===== config.mk =====
export PLATFORM = sky130hd
export DESIGN_NAME = gpio_dual_bank
export DESIGN_NICKNAME = d
export VERILOG_FILES = /design/src/rtl/gpio_dual_bank.sv
export SDC_FILE = /design/constraint.sdc
export NUM_CORES = 1
export LEC_CHECK = 0
export ABC_AREA = 0
export CAP_MARGIN = 30
export CORE_MARGIN = 3
export CORE_UTILIZATION = 40
export DETAILED_ROUTE_END_ITERATION = 10
export GPL_TIMING_DRIVEN = 1
export HOLD_SLACK_MARGIN = 0.08
export PLACE_DENSITY = 0.74
export SLEW_MARGIN = 20
export SYNTH_ARGS = -nofsm -noshare
export SYNTH_HDL_FRONTEND = slang
export SYNTH_SLANG_ARGS = --single-unit
export TNS_END_PERCENT = 30

===== constraint.sdc =====
create_clock -name clk -period 2.4 [get_ports clk]
set_input_delay 0.72 -clock clk [delete_from_list [all_inputs] [get_ports clk]]
set_output_delay 0.72 -clock clk [all_outputs]
set_load 0.02 [all_outputs]

===== src/rtl/gpio_dual_bank.sv =====
module gpio_dual_bank #(
  parameter int WIDTH = 8,
  parameter int AW = 8,
  parameter logic [AW-1:0] ADR_DR_A  = 8'hC0,
  parameter logic [AW-1:0] ADR_DR_B  = 8'hC1,
  parameter logic [AW-1:0] ADR_DIR_A = 8'hC4,
  parameter logic [AW-1:0] ADR_DIR_B = 8'hC5,
  parameter logic [AW-1:0] ADR_OPT_A = 8'hCC,
  parameter logic [AW-1:0] ADR_OPT_B = 8'hCD
) (
  input  logic               clk,
  input  logic               rst_n,
  input  logic [AW-1:0]      bus_addr,
  input  logic               bus_wr,
  input  logic [WIDTH-1:0]   bus_wdata,
  output logic [WIDTH-1:0]   bus_rdata,
  input  logic [WIDTH-1:0]   pin_a,
  input  logic [WIDTH-1:0]   pin_b,
  output logic [WIDTH-1:0]   pad_oe_a,
  output logic [WIDTH-1:0]   pad_out_a,
  output logic [WIDTH-1:0]   pad_oe_b,
  output logic [WIDTH-1:0]   pad_out_b,
  output logic [2*WIDTH-1:0] in_cfg_a,
  output logic [2*WIDTH-1:0] in_cfg_b
);
  localparam int NP = 2;
  localparam logic [AW-1:0] DR_ADR  [NP] = '{ADR_DR_A,  ADR_DR_B};
  localparam logic [AW-1:0] DIR_ADR [NP] = '{ADR_DIR_A, ADR_DIR_B};
  localparam logic [AW-1:0] OPT_ADR [NP] = '{ADR_OPT_A, ADR_OPT_B};

  logic [WIDTH-1:0]   dat [NP];
  logic [WIDTH-1:0]   dir [NP];
  logic [WIDTH-1:0]   opt [NP];
  logic [WIDTH-1:0]   sy1 [NP];
  logic [WIDTH-1:0]   sy2 [NP];
  logic [WIDTH-1:0]   pin [NP];
  logic [WIDTH-1:0]   oe  [NP];
  logic [WIDTH-1:0]   dout[NP];
  logic [2*WIDTH-1:0] cfg [NP];
  logic [WIDTH-1:0]   rd_next;
  logic               mapped;

  assign pin[0] = pin_a;
  assign pin[1] = pin_b;

  for (genvar p = 0; p < NP; p++) begin : g_port
    always_ff @(posedge clk) begin
      if (!rst_n) begin
        dat[p] <= '0;
        dir[p] <= '0;
        opt[p] <= '0;
        sy1[p] <= '0;
        sy2[p] <= '0;
      end else begin
        sy1[p] <= pin[p];
        sy2[p] <= sy1[p];
        if (bus_wr && bus_addr == DR_ADR[p])  dat[p] <= bus_wdata;
        if (bus_wr && bus_addr == DIR_ADR[p]) dir[p] <= bus_wdata;
        if (bus_wr && bus_addr == OPT_ADR[p]) opt[p] <= bus_wdata;
      end
    end

    assign oe[p]   = dir[p] & (opt[p] | ~dat[p]);
    assign dout[p] = dir[p] & opt[p] & dat[p];

    for (genvar i = 0; i < WIDTH; i++) begin : g_pin
      assign cfg[p][2*i+1] = ~dir[p][i] & dat[p][i];
      assign cfg[p][2*i]   = ~dir[p][i] & opt[p][i];

      assert_cfg_output_zero_R8: assert property (@(posedge clk) disable iff (!rst_n)
        dir[p][i] |-> cfg[p][2*i+1 -: 2] == 2'b00);
    end

    assert_input_released_R7: assert property (@(posedge clk) disable iff (!rst_n)
      ((oe[p] | dout[p]) & ~dir[p]) == '0);
    assert_od_never_high_R6: assert property (@(posedge clk) disable iff (!rst_n)
      (dout[p] & ~opt[p]) == '0 && (dout[p] & ~oe[p]) == '0);
    assert_dir_write_R2: assert property (@(posedge clk) disable iff (!rst_n)
      bus_wr && bus_addr == DIR_ADR[p] |=> dir[p] == $past(bus_wdata));
    assert_unmapped_hold_R9: assert property (@(posedge clk) disable iff (!rst_n)
      bus_wr && !mapped |=> $stable(dat[p]) && $stable(dir[p]) && $stable(opt[p]));
    assert_sync_read_R4: assert property (@(posedge clk) disable iff (!rst_n)
      bus_addr == DR_ADR[p] && dir[p] == '0 |=> bus_rdata == $past(sy2[p]));
  end

  always_comb begin
    rd_next = '0;
    mapped  = 1'b0;
    for (int p = 0; p < NP; p++) begin
      if (bus_addr == DR_ADR[p]) begin
        rd_next = (dat[p] & dir[p]) | (sy2[p] & ~dir[p]);
        mapped  = 1'b1;
      end
      if (bus_addr == DIR_ADR[p]) begin
        rd_next = dir[p];
        mapped  = 1'b1;
      end
      if (bus_addr == OPT_ADR[p]) begin
        rd_next = opt[p];
        mapped  = 1'b1;
      end
    end
  end

  always_ff @(posedge clk) begin
    if (!rst_n) bus_rdata <= '0;
    else        bus_rdata <= rd_next;
  end

  assign pad_oe_a  = oe[0];
  assign pad_out_a = dout[0];
  assign pad_oe_b  = oe[1];
  assign pad_out_b = dout[1];
  assign in_cfg_a  = cfg[0];
  assign in_cfg_b  = cfg[1];

  assert_unmapped_read_R9: assert property (@(posedge clk) disable iff (!rst_n)
    !mapped |=> bus_rdata == '0);
endmodule


==> results by group <==
Synthesis
  – Synth top area share: 36.3%
  – Synth top area cells: edfxtp_1, dfxtp_1, and2_1, nor2b_1, nor2_1
  – Most frequent cell after synthesis: and2_1
  – Post-synthesis sequential area ratio: 56.5%
  – Largest family of logic cells by synthesized area: simple AND/OR/NAND/NOR gates
  – Gate Count Post-Synth: 378
  – Synth async-reset ratio: 0%
  – FF+latch count, synth: 88
  – Simple-gate share of the synthesized area: 27.3%
  – Synth area leader: edfxtp_1
  – Post-Synth Adder-Cell Area: 0%
  – Synth unique cells: 32
  – Post-synthesis net count: 413
  – Top_reg_cell synth: edfxtp_1
  – Post-Synth XOR/XNOR Area: 0%
  – Compound-cell area share of the yosys netlist: 11.1%
  – Syn avg cell area: 10.5 um^2
  – Post-synth EDFFs: 48
  – Yosys warns: 0
  – Post-Synthesis Cell Area: 0.00397 mm^2
  – Post-synthesis mux area share: 1.80%
  – Top cells by count, synth: and2_1, edfxtp_1, dfxtp_1

CTS
  – Worst-Skew Late Latency: 0.36 ns
  – TritonCTS buffer count: 9
  – CTS max path bufs: 2
  – Clock Tree Root: clkbuf_8
  – H-tree depth: 3
  – TritonCTS clock tree: done
  – Clock sink count: 88
  – Cts hold-fix bufs: 0
  – CTS clock-pin slew for the worst setup and hold paths: 0.09 ns

STA
  – Worst Max-Slew Pin Slew: 0.580 ns
  – Fin crit period: 2.36 ns
  – Fin. Hold Viols: 0
  – Setup violations, final: 0
  – Fin crit share: 98.2%
  – FMAX: 0.424 GHz
  – Clock Skew: 0.00899 ns
  – Relative slew slack: 61.2%
  – Final Max Slew Viols: 0

Finish
  – Non-filler cells, final: 637
  – Diode count: 0
  – Final core area utilization: 59.2%
  – Final Net Count: 538
  – Layout cell share with drive strength beyond 1: 9.25%
  – P&R area growth vs syn: 40.5%

Floorplanning
  – Die footprint: 0.0111 mm^2
  – # rows: 35
  – Die X: 106 um
  – Starting Density: 42.1%
  – I/O pins: 107
  – Core footprint: 0.00942 mm^2
  – Chip Height: 106 um

Setup path
  – Largest stage delay, worst path: 0.63 ns
  – Worst r2r src: dir[0][6]
  – Setup crit end kind: output pin
  – Worst Path Max Fanout: 5
  – R2R Path End: bus_rdata[6]
  – Crit-path cells: nor2_1 > clkdlybuf4s50_1
  – Critical Path AT: 1.64 ns
  – Setup CP Type: flop to output pin
  – Crit path launch type: flop
  – R2R Setup Slk: 0.92 ns
  – Critical Path RT: 1.68 ns
  – Register-to-Register Path Depth: 4
  – CP max-delay cell: clkdlybuf4s50_1

Pwr
  – Static leakage: 0.00252 uW
  – Power per cell area: 587 mW/mm^2
  – Peak VDD IR: 0.000352 V

Place
  – Cells after DPL: 619
  – Gp weighted congestion: 0.885
  – I/O Buffers: 106
  – Detailed Place HPWL: 7580 um

Global routing
  – First-pass GRT wire length: 16100 um
  – Vias in the first global route: 3244
  – Antenna violations before repair: 0
  – GRT Resource Usage Total: 18.6%
  – Largest net degree at the start of global routing: 36
  – GRT overflow: 0

Drt
  – DR vias: 3277
  – Routed wire length per instance: 16.2 um
  – Total Wirelength: 10300 um
  – Antenna Violating Nets Remaining: 0
  – Vias per std cell: 5.14
  – DRT Pass-1 Iters: 4
  – Initial DRC Count: 266
  – # DRC: 0

Worst hold path
  – Worst Hold Launch: sy1[0][0]
  – Worst hold path class: flop to flop
  – Worst hold path depth: 1
  – Worst Hold End: sy2[0][0]

Outcome
  – Outcome: complete, no violations

Job
  – Max-Cap Viols: 0
==> cells in the final DEF, fill, tap and decap left out, types with 3 or more instances in the layout <==
cell type | Yosys | layout
o221ai_1 | 5 | 5
inv_1 | 18 | 18
nand3_1 | 3 | 3
buf_4 | 0 | 21
or3b_2 | 5 | 5
a21boi_0 | 15 | 15
edfxtp_1 | 48 | 48
nand2_1 | 8 | 8
a211oi_1 | 4 | 4
a21oi_1 | 18 | 18
nand4b_1 | 4 | 4
a31oi_1 | 10 | 10
clkdlybuf4s50_1 | 0 | 73
mux2i_1 | 6 | 6
nor2b_1 | 21 | 21
and3_1 | 17 | 17
and2_1 | 81 | 81
inv_6 | 0 | 3
clkbuf_8 | 0 | 9
dlymetal6s2s_1 | 0 | 25
dfxtp_1 | 40 | 40
o21ai_0 | 13 | 13
dlygate4sd2_1 | 0 | 8
nor2_1 | 34 | 34
==> how the worst max path moves through the flow <==
stage                   endpoint   startpoint  cells after the start  slack (ns)
global placement       dir[0][4]  bus_addr[2]                      6       -0.13
detailed placement     opt[1][3]  bus_addr[2]                      6       -0.19
floorplan              dir[1][0]  bus_addr[5]                      3        0.04
global route        in_cfg_b[14]    dir[1][7]                      2       -0.01
CTS                  in_cfg_b[1]    dir[1][0]                      2      0.0002
finish              in_cfg_b[14]    dir[1][7]                      2        0.04
==> cell families (layout without fill, tap and decap cells) <==
| family | count (synthesis) | after routing |
|---|---|---|
| AO/OA/AOI/OAI | 69 | 69 |
| multiplexers | 7 | 7 |
| flip-flops | 88 | 88 |
| buffers and inverters | 32 | 162 |
| AND/OR/NAND/NOR | 182 | 182 |
==> flip-flops by register name, summed over array words and instances (netlist names) <==
name / flops
dat: 16
dir: 16
sy2: 16
sy1: 16
opt: 16
bus_rdata: 8
==> worst max-delay path, delay by kind of cell (launching register included) <==
kind                   cells  cell delay, ns
buffers and inverters      1            0.63
DFF                        1            0.48
and+or+nand+nor            1            0.17
==> area by class of cell <==
class	instances	area, um^2
Clock buffer	10	149
Sequential cell	88	2240
Clock inverter	6	70.1
Multi-Input combinational cell	258	1590
Timing Repair Buffer	128	1290
Fill cell	798	3840
Inverter	18	67.6
Tap cell	129	161
==> power by group <==
| group | total [uW] | switching, uW | leakage, uW | internal, uW |
|---|---|---|---|---|
| clock | 1110 | 553 | 0.000113 | 556 |
| combinational | 457 | 233 | 0.00162 | 224 |
| sequential | 1710 | 53.9 | 0.000785 | 1650 |
| total | 3270 | 840 | 0.00252 | 2430 |
==> metal layers <==
| layer | up-vias | global-route usage, % | routed length (um) |
|---|---|---|---|
| li1 | 1560 | - | - |
| met3 | 16 | 3.37 | 850 |
| met2 | 152 | 30.4 | 5010 |
| met5 | - | 0 | 0 |
| met4 | 0 | 8.60 | 259 |
| met1 | 1549 | 24.0 | 4180 |
==> per-stage QoR <==
| stage | setup slack, ns | instance area, um^2 | setup TNS (ns) | total power [uW] | hold slack, ns |
|---|---|---|---|---|---|
| final | 0.0436 | 5570 | 0 | 3270 | 0.437 |
| after global routing | -0.00967 | 5570 | -0.0123 | 3380 | 0.459 |
| after CTS | 0.000235 | 5500 | 0 | 3290 | 0.442 |
| after detailed placement | -0.193 | 5290 | -7.70 | 2210 | 0.421 |
| after global placement | -0.134 | 5290 | -3.36 | 2190 | 0.417 |
| after floorplan | 0.0430 | 3970 | 0 | 1950 | 0.412 |
==> repair_timing <==
item / CTS / global route
setup endpoints to repair: 8 / 26
setup buffers: 0 / 2
gates resized for setup: 8 / 25
cloned: 0 / 0
No activity file was read; power rests on OpenSTA's default activity.
